<file path="config.mk">
export PLATFORM = sky130hd
export DESIGN_NAME = alarm_match_unit
export DESIGN_NICKNAME = d
export VERILOG_FILES = /design/src/rtl/alarm_cmp_pkg.sv /design/src/rtl/alarm_field_slot.sv /design/src/rtl/alarm_flag_ctrl.sv /design/src/rtl/alarm_read_mux.sv /design/src/rtl/alarm_match_unit.sv
export SDC_FILE = /design/constraint.sdc
export NUM_CORES = 1
export LEC_CHECK = 0
export BUFFER_PORTS_ARGS = -buffer_cell sky130_fd_sc_hd__buf_4
export CAP_MARGIN = 0
export CORE_ASPECT_RATIO = 0.6
export CORE_MARGIN = 5
export CORE_UTILIZATION = 30
export CTS_BUF_LIST = sky130_fd_sc_hd__clkbuf_4 sky130_fd_sc_hd__clkbuf_8
export DETAILED_ROUTE_END_ITERATION = 6
export GPL_TIMING_DRIVEN = 0
export MAX_ROUTING_LAYER = met4
export PLACE_DENSITY = 0.51
export SYNTH_ARGS = -nofsm -noshare
export SYNTH_HDL_FRONTEND = slang
export SYNTH_HIERARCHICAL = 1
export SYNTH_SLANG_ARGS = --single-unit
export TNS_END_PERCENT = 30
</file>
<file path="constraint.sdc">
create_clock -name clk -period 1.5 [get_ports clk]
set_clock_uncertainty 0.15 [all_clocks]
set_input_delay 0.3 -clock clk [delete_from_list [all_inputs] [get_ports clk]]
set_output_delay 0.3 -clock clk [all_outputs]
set_load 0.01 [all_outputs]
</file>
<file path="src/rtl/alarm_cmp_pkg.sv">
`timescale 1ns/1ps
package alarm_cmp_pkg;
  localparam int NUM_FIELDS = 6;
  localparam int DATA_W     = 8;
  localparam int VAL_W      = DATA_W - 1;
  localparam int ADDR_W     = 4;
  localparam int FIRST_IDX  = 8;
  localparam int CTL_IDX    = 14;
  localparam int FLAG_BIT   = 0;
  localparam int IE_BIT     = 3;

  typedef enum logic [2:0] {
    FLD_SEC  = 3'd0,
    FLD_MIN  = 3'd1,
    FLD_HOUR = 3'd2,
    FLD_WDAY = 3'd3,
    FLD_DAY  = 3'd4,
    FLD_MON  = 3'd5
  } field_e;
endpackage

</file>
<file path="src/rtl/alarm_field_slot.sv">
`timescale 1ns/1ps
module alarm_field_slot #(
  parameter int DATA_W = alarm_cmp_pkg::DATA_W,
  localparam int VAL_W = DATA_W - 1
) (
  input  logic              clk,
  input  logic              rst,
  input  logic              wr_sel,
  input  logic [DATA_W-1:0] wr_data,
  input  logic [VAL_W-1:0]  cur_val,
  output logic [DATA_W-1:0] slot_q,
  output logic              armed,
  output logic              hit
);
  always_ff @(posedge clk) begin
    if (rst) begin
      slot_q <= '0;
    end else if (wr_sel) begin
      slot_q <= wr_data;
    end
  end

  // Enable bit is the top bit, value below it.
  assign armed = slot_q[DATA_W-1];
  assign hit   = !armed || (slot_q[VAL_W-1:0] == cur_val);
endmodule

</file>
<file path="src/rtl/alarm_flag_ctrl.sv">
`timescale 1ns/1ps
module alarm_flag_ctrl (
  input  logic clk,
  input  logic rst,
  input  logic tick,
  input  logic match,
  input  logic ctl_wr,
  input  logic ctl_flag_bit,
  input  logic ctl_ie_bit,
  output logic flag_q,
  output logic ie_q,
  output logic irq_q
);
  logic flag_d;
  logic ie_d;

  always_comb begin
    flag_d = flag_q;
    // Setting has priority over a same-cycle software clear.
    if (tick && match) begin
      flag_d = 1'b1;
    end else if (ctl_wr && !ctl_flag_bit) begin
      flag_d = 1'b0;
    end
    ie_d = ctl_wr ? ctl_ie_bit : ie_q;
  end

  always_ff @(posedge clk) begin
    if (rst) begin
      flag_q <= 1'b0;
      ie_q   <= 1'b0;
      irq_q  <= 1'b0;
    end else begin
      flag_q <= flag_d;
      ie_q   <= ie_d;
      irq_q  <= flag_d && ie_d;
    end
  end

  assert_flag_sticky_R8: assert property (@(posedge clk) disable iff (rst)
    (flag_q && !(ctl_wr && !ctl_flag_bit)) |=> flag_q);

  assert_set_only_on_tick_R7: assert property (@(posedge clk) disable iff (rst)
    (!flag_q && !(tick && match)) |=> !flag_q);

  assert_irq_gated_R9: assert property (@(posedge clk) disable iff (rst)
    irq_q |-> (flag_q && ie_q));

  assert_set_beats_clear_R10: assert property (@(posedge clk) disable iff (rst)
    (tick && match) |=> flag_q);

  assert_ie_load_R8: assert property (@(posedge clk) disable iff (rst)
    ctl_wr |=> (ie_q == $past(ctl_ie_bit)));
endmodule

</file>
<file path="src/rtl/alarm_read_mux.sv">
`timescale 1ns/1ps
module alarm_read_mux #(
  parameter int NUM_FIELDS = alarm_cmp_pkg::NUM_FIELDS,
  parameter int DATA_W     = alarm_cmp_pkg::DATA_W,
  parameter int ADDR_W     = alarm_cmp_pkg::ADDR_W,
  parameter int FIRST_IDX  = alarm_cmp_pkg::FIRST_IDX,
  parameter int CTL_IDX    = alarm_cmp_pkg::CTL_IDX,
  parameter int FLAG_BIT   = alarm_cmp_pkg::FLAG_BIT,
  parameter int IE_BIT     = alarm_cmp_pkg::IE_BIT,
  localparam int BUS_W     = NUM_FIELDS * DATA_W
) (
  input  logic              clk,
  input  logic              rst,
  input  logic [ADDR_W-1:0] rd_addr,
  input  logic [BUS_W-1:0]  slots,
  input  logic              flag,
  input  logic              ie,
  output logic [DATA_W-1:0] rd_q
);
  logic [DATA_W-1:0] rd_d;

  always_comb begin
    rd_d = '0;
    for (int i = 0; i < NUM_FIELDS; i++) begin
      if (rd_addr == ADDR_W'(FIRST_IDX + i)) begin
        rd_d = slots[i*DATA_W +: DATA_W];
      end
    end
    if (rd_addr == ADDR_W'(CTL_IDX)) begin
      rd_d[FLAG_BIT] = flag;
      rd_d[IE_BIT]   = ie;
    end
  end

  always_ff @(posedge clk) begin
    if (rst) begin
      rd_q <= '0;
    end else begin
      rd_q <= rd_d;
    end
  end
endmodule

</file>
<file path="src/rtl/alarm_match_unit.sv">
`timescale 1ns/1ps
module alarm_match_unit
  import alarm_cmp_pkg::*;
(
  input  logic              clk,
  input  logic              rst,
  input  logic              sec_tick,
  input  logic [VAL_W-1:0]  cur_sec,
  input  logic [VAL_W-1:0]  cur_min,
  input  logic [VAL_W-1:0]  cur_hour,
  input  logic [VAL_W-1:0]  cur_wday,
  input  logic [VAL_W-1:0]  cur_day,
  input  logic [VAL_W-1:0]  cur_mon,
  input  logic              wr_en,
  input  logic [ADDR_W-1:0] wr_addr,
  input  logic [DATA_W-1:0] wr_data,
  input  logic [ADDR_W-1:0] rd_addr,
  output logic [DATA_W-1:0] rd_data,
  output logic              alarm_flag,
  output logic              alarm_irq
);
  localparam int BUS_W = NUM_FIELDS * DATA_W;

  logic [VAL_W-1:0]      cur_arr [NUM_FIELDS];
  logic [NUM_FIELDS-1:0] slot_sel;
  logic [NUM_FIELDS-1:0] slot_armed;
  logic [NUM_FIELDS-1:0] slot_hit;
  logic [BUS_W-1:0]      slot_bus;
  logic                  full_match;
  logic                  ctl_wr;
  logic                  ie_state;

  always_comb begin
    cur_arr[FLD_SEC]  = cur_sec;
    cur_arr[FLD_MIN]  = cur_min;
    cur_arr[FLD_HOUR] = cur_hour;
    cur_arr[FLD_WDAY] = cur_wday;
    cur_arr[FLD_DAY]  = cur_day;
    cur_arr[FLD_MON]  = cur_mon;
  end

  for (genvar g = 0; g < NUM_FIELDS; g++) begin : g_slot
    assign slot_sel[g] = wr_en && (wr_addr == ADDR_W'(FIRST_IDX + g));

    alarm_field_slot #(.DATA_W(DATA_W)) i_slot (
      .clk     (clk),
      .rst     (rst),
      .wr_sel  (slot_sel[g]),
      .wr_data (wr_data),
      .cur_val (cur_arr[g]),
      .slot_q  (slot_bus[g*DATA_W +: DATA_W]),
      .armed   (slot_armed[g]),
      .hit     (slot_hit[g])
    );
  end

  // A match needs at least one armed field.
  assign full_match = (|slot_armed) && (&slot_hit);
  assign ctl_wr     = wr_en && (wr_addr == ADDR_W'(CTL_IDX));

  alarm_flag_ctrl i_ctrl (
    .clk          (clk),
    .rst          (rst),
    .tick         (sec_tick),
    .match        (full_match),
    .ctl_wr       (ctl_wr),
    .ctl_flag_bit (wr_data[FLAG_BIT]),
    .ctl_ie_bit   (wr_data[IE_BIT]),
    .flag_q       (alarm_flag),
    .ie_q         (ie_state),
    .irq_q        (alarm_irq)
  );

  alarm_read_mux #(
    .NUM_FIELDS (NUM_FIELDS),
    .DATA_W     (DATA_W),
    .ADDR_W     (ADDR_W),
    .FIRST_IDX  (FIRST_IDX),
    .CTL_IDX    (CTL_IDX),
    .FLAG_BIT   (FLAG_BIT),
    .IE_BIT     (IE_BIT)
  ) i_rdmux (
    .clk     (clk),
    .rst     (rst),
    .rd_addr (rd_addr),
    .slots   (slot_bus),
    .flag    (alarm_flag),
    .ie      (ie_state),
    .rd_q    (rd_data)
  );

  assert_no_fire_unarmed_R6: assert property (@(posedge clk) disable iff (rst)
    (!alarm_flag && (slot_armed == '0)) |=> !alarm_flag);

  assert_disarmed_slot_hits_R5: assert property (@(posedge clk) disable iff (rst)
    $fell(slot_armed[FLD_SEC]) |-> slot_hit[FLD_SEC]);
endmodule

</file>
### After elaboration in Yosys (flattened, before gate mapping)

Index checks and enable logic that the tools add are counted.

* flip-flop bits (word level): 59
* output and inout bits: 10
* logic and storage cells: 67

* equality and inequality tests: 20
* muxes and demuxes: 11
* reductions and logical operators: 26

Operators with widths (count)
* $eq A4 B4 Y1 const B: 14
* $mux W8: 6
* $eq A7 B7 Y1: 6
* $logic_and A1 B1 Y1: 11
* $logic_not A1 Y1: 7
* $logic_or A1 B1 Y1: 6
* $reduce_and A6 Y1: 1
* $reduce_or A6 Y1: 1
* $mux W1: 5

### Longest topological paths before layout

* depth after elaboration: 8
* mapped depth: 7
* gate-level depth less buffers: 7

### Hierarchy

The synthesis kept the hierarchy.

Modules (own cells, without submodules)
* alarm_field_slot: times used 6, cells an instance 36, area an instance 372.9 µm², seq. area each 160.2 µm²
* alarm_read_mux: times used 1, cells an instance 96, area an instance 763.2 µm², seq. area each 160.2 µm²
* alarm_match_unit: times used 1, cells an instance 17, area an instance 112.6 µm², seq. area each 0.0 µm²
* alarm_flag_ctrl: times used 1, cells an instance 9, area an instance 106.4 µm², seq. area each 60.1 µm²

### Worst setup path after synthesis

Ideal clock, no wire load.

* path kind: register to register
* from: register g_slot[2].i_slot.slot_q[3]
* to: register i_ctrl.irq_q
* data arrival time: 1.316 ns
* required time: 1.277 ns
* slack: -0.039 ns
* cell stages (with the launch flop): 7
* path through: dfxtp_1 -> xor2_1 -> o41ai_2 -> nand4_1 -> a211oi_1 -> a22oi_2 -> nor3_2

* word-level cells in the longest chain between the ends: 7

RTL lines
* from (decl): RTL line alarm_field_slot.sv:11 `output logic [DATA_W-1:0] slot_q,`
* from (signal assigned): RTL line alarm_field_slot.sv:19 `slot_q <= wr_data;`
* $eq A7 B7 Y1: RTL line alarm_field_slot.sv:25 `assign hit = !armed || (slot_q[VAL_W-1:0] == cur_val);`
* $logic_or A1 B1 Y1: RTL line alarm_field_slot.sv:25
* via slot_hit[2]: RTL line alarm_match_unit.sv:27 `logic [NUM_FIELDS-1:0] slot_hit;`
* $reduce_and A6 Y1: RTL line alarm_match_unit.sv:58 `assign full_match = (|slot_armed) && (&slot_hit);`
* $logic_and A1 B1 Y1: RTL line alarm_match_unit.sv:58
* via full_match: RTL line alarm_match_unit.sv:29 `logic full_match;`
* $logic_and A1 B1 Y1: RTL line alarm_flag_ctrl.sv:20 `if (tick && match) begin`
* $mux W1: RTL line alarm_flag_ctrl.sv:20
* $logic_and A1 B1 Y1: RTL line alarm_flag_ctrl.sv:36 `irq_q <= flag_d && ie_d;`
* to (signal assigned): RTL line alarm_flag_ctrl.sv:36
* to (decl): RTL line alarm_flag_ctrl.sv:12 `output logic irq_q`

The timed path passes the listed nets, and every way through them passes these cells.
A chain may end at the register's enable or synchronous reset.

### Final worst setup path

* from: register g_slot[3].i_slot.slot_q[2]
* to: register i_ctrl.irq_q

* word-level cells in the longest chain between the ends: 7

RTL lines (RTL line)
* from (decl): alarm_field_slot.sv:11
* from (signal assigned): alarm_field_slot.sv:19
* $eq A7 B7 Y1: alarm_field_slot.sv:25
* $logic_or A1 B1 Y1: alarm_field_slot.sv:25
* via slot_hit[3]: alarm_match_unit.sv:27
* $reduce_and A6 Y1: alarm_match_unit.sv:58
* $logic_and A1 B1 Y1: alarm_match_unit.sv:58
* via full_match: alarm_match_unit.sv:29
* $logic_and A1 B1 Y1: alarm_flag_ctrl.sv:20
* $mux W1: alarm_flag_ctrl.sv:20
* $logic_and A1 B1 Y1: alarm_flag_ctrl.sv:36

The timed path passes the listed nets, and every way through them passes these cells.

==> impl_metrics.py <==
metrics = {
    "worst_setup_path": {
        "critPathKind": "reg -> reg",
        "critical_path.most_common_cell": "nand4_1",
        "r2r-end": "i_ctrl/irq_q",
        "cp_max_fo": 4,
        "start_kind": "register",
        "end_kind": "register",
        "crit_slowest_cell": "dfxtp_4",
        "arrival_ns": 2.14,
        "required_ns": 1.63,
        "ff2ff_setup_slack_ns": -0.51,
        "cp_slowest_stage_delay_ns": 0.37,
        "r2r_cells": 7,
        "rr_startpoint": "g_slot[3].i_slot/slot_q[2]",
        "path_cells": "xnor2_2 > nand4_1 > o41ai_2 > nand4_1 > a211oi_2 > a22oi_2 > nor3_2",
    },
    "floorplanning": {
        "initial_utilization_pct": 30.6,
        "core_sq_um": 10500,
        "die_w_microns": 144,
        "fp-row-count": 29,
        "die-area_sq_um": 13000,
        "io_pins": 72,
        "die_h_microns": 90.2,
    },
    "place": {
        "place_hpwl_microns": 7530,
        "io_buffers": 69,
        "gp_congestion": 0.736,
        "place_inst": 546,
    },
    "min_path": {
        "min_from": "sec_tick",
        "hold_end": "i_ctrl/flag_q",
        "hold_depth": 3,
        "hold_class": "in -> reg",
    },
    "synthesis": {
        "syn_area_per_cell_sq_um": 9.52,
        "syn_inst": 338,
        "synth_top_area_share_pct": 36.7,
        "synth_area_sq_um": 3220,
        "yosysSeqAreaShare_pct": 36.7,
        "synth_edf_count": 0,
        "yosys-top-cells-area": "dfxtp_1, mux2i_1, nor2_1",
        "synth_ff_type": "dfxtp_1",
        "synth.net_count": 400,
        "synth_largest_area_cell": "dfxtp_1",
        "async_flop_share_pct": 0,
        "ys_warn_count": 6,
        "ys_types": 42,
        "synth-seq-cells": 59,
    },
    "route": {
        "dr.pass1.iters": 5,
        "route.detailed.drc": 0,
        "vias_per_cell": 4.81,
        "drtAntennaViolNets": 0,
        "drt_iter0_markers": 172,
        "post_drt_wl_per_cell_microns": 16.9,
        "routed_wl_microns": 9510,
        "vias": 2701,
    },
    "clock_tree": {
        "clock_latency_ns": 0.36,
        "cts-root-buf": "clkbuf_8",
        "post_cts_buffers": 0,
        "postCtsHoldBufs": 0,
        "clkSlewWorstSetupHoldPaths_ns": 0.07,
        "cts_tree": "done",
        "cts_htree_levels": 3,
        "cts_buffers": 9,
        "clk_path_buf_depth": 2,
        "clkSinkCount": 59,
    },
    "status": {
        "violations": "negative setup slack",
        "status": "finished with violations",
    },
    "sta": {
        "final-hold-violation-count": 0,
        "worstMarginPinSlew_ns": 0.474,
        "finalSetupViolations": 2,
        "final_max_slew_viol_count": 0,
        "slew_headroom_pct": 68.4,
        "hold-worst-slack_ns": 0.0758,
        "worst_slack_ns": -0.508,
        "layout_min_cycle_time_ns": 2.01,
        "grt_setup_unrepaired": "yes",
        "period_share_pct": 134,
        "fmax_ghz": 0.498,
    },
    "pwr": {
        "p_leak_nw": 1.62,
        "irDropWorstVdd_uv": 425,
        "p_per_area_nw_per_um2": 878,
    },
    "layout": {
        "layoutNonFillerInstCount": 562,
        "final_core_util_pct": 39.6,
        "layout_common_cells": "buf_4, nor2_1, mux2i_1",
        "nets": 480,
        "syn_to_final_growth_pct": 29.3,
        "register_area_sq_um": 1190,
        "layout-drive-gt1-share_pct": 31.2,
        "final_common_cell": "buf_4",
        "multiInputGateArea_sq_um": 1860,
        "num_antenna_cells": 0,
        "nFillCells": 1114,
    },
    "run": {
        "cap_violations": 0,
    },
    "global_route": {
        "track_usage_pct": 15.4,
        "grt_pass1_wl_microns": 14700,
        "gr-total-overflow": 0,
        "grt_pass1_vias": 2666,
        "grt_max_degree": 14,
        "antenna_found_initial": 0,
    },
}
==> layer usage <==
metal / wire length (microns) / global-route usage (%) / up-vias
li1: - / - / 1332
met4: 114 / 4.23 / 0
met1: 5060 / 23.0 / 1270
met5: 0 / - / -
met2: 3740 / 20.1 / 86
met3: 605 / 4.29 / 13
==> cell usage after synthesis (2+ instances only) <==
master,instances
nor2_1,63
nand2b_1,6
nand3_1,3
a21o_1,7
o2bb2ai_1,5
nor3_2,3
a21oi_1,3
a22oi_1,2
nor2b_1,5
o41ai_2,6
o21ai_0,8
xnor2_1,24
nand2_1,7
mux2i_1,54
buf_1,6
inv_1,5
a222oi_1,5
nand4_1,7
buf_2,2
dfxtp_1,59
buf_6,4
buf_4,13
xor2_1,18
nor3b_1,2
a211oi_1,3
and2b_1,2
==> per-stage QoR <==
step / power [W] / cell area (sq um) / setup TNS (ns) / setup slack, ns
4_1_cts: 0.00368 / 4140 / -0.931 / -0.484
3_5_place_dp: 0.00213 / 3920 / -2.44 / -0.537
2_1_floorplan: 0.00188 / 3220 / 0 / 0.00399
3_3_place_gp: 0.00213 / 3920 / -2.50 / -0.543
5_1_grt: 0.00380 / 4160 / -1.08 / -0.547
6_report: 0.00366 / 4160 / -0.986 / -0.508
==> timing repair <==
| action | in CTS | in global routing |
|---|---|---|
| pin swaps | 1 | 0 |
| endpoints found under the setup margin | 2 | 2 |
| resized for setup | 4 | 8 |
==> cell type report <==
cell class              count  share of cell area [%]
multi-input cells         247                    44.7
flip-flops and latches     59                    28.7
repair buffers             69                    12.4
plain buffers              27                    4.42
well taps                 139                    4.18
clock buffers              11                    3.64
clock inverters             5                    1.47
inverters                   5                   0.451
==> how the worst max path moves through the flow <==
stage | from | end | depth (start not counted)
2_1_floorplan | g_slot[2].i_slot/slot_q[3] | i_ctrl/irq_q | 6
3_3_place_gp | cur_hour[2] | i_ctrl/irq_q | 8
3_5_place_dp | cur_hour[2] | i_ctrl/irq_q | 8
4_1_cts | g_slot[3].i_slot/slot_q[2] | i_ctrl/irq_q | 7
5_1_grt | g_slot[3].i_slot/slot_q[6] | i_ctrl/irq_q | 7
6_report | g_slot[3].i_slot/slot_q[2] | i_ctrl/irq_q | 7
==> worst max-delay path, delay by kind of cell, from the launching register on <==
| family | cells | cell delay [ns] |
|---|---|---|
| AND/OR/NAND/NOR | 3 | 0.52 |
| flip-flops | 1 | 0.37 |
| AO/OA/AOI/OAI | 3 | 0.74 |
| XOR/XNOR | 1 | 0.14 |
==> state kept, by name (all words and copies together) (netlist names) <==
signal / flops
g_slot.i_slot/slot_q: 48
i_ctrl/flag_q: 1
i_ctrl/ie_q: 1
i_ctrl/irq_q: 1
i_rdmux/rd_q: 8
==> power by group <==
group	leakage [nW]	switching (W)	internal [W]
registers	0.481	0.0000211	0.00159
logic	1.04	0.000244	0.000245
clock network	0.0978	0.000699	0.000859
total	1.62	0.000964	0.00269
==> cell families (layout without fill, tap and decap cells) <==
| group | Yosys count | in the layout | synth area share (%) |
|---|---|---|---|
| xor gates and xnor gates | 42 | 42 | 11.4 |
| and+or+nand+nor | 105 | 105 | 16.2 |
| DFF | 59 | 59 | 36.7 |
| buffers and inverters | 32 | 117 | 6.30 |
| AOI/OAI and AO/OA | 46 | 46 | 12.6 |
| muxes | 54 | 54 | 16.8 |
No activity file was read; power rests on OpenSTA's default activity.
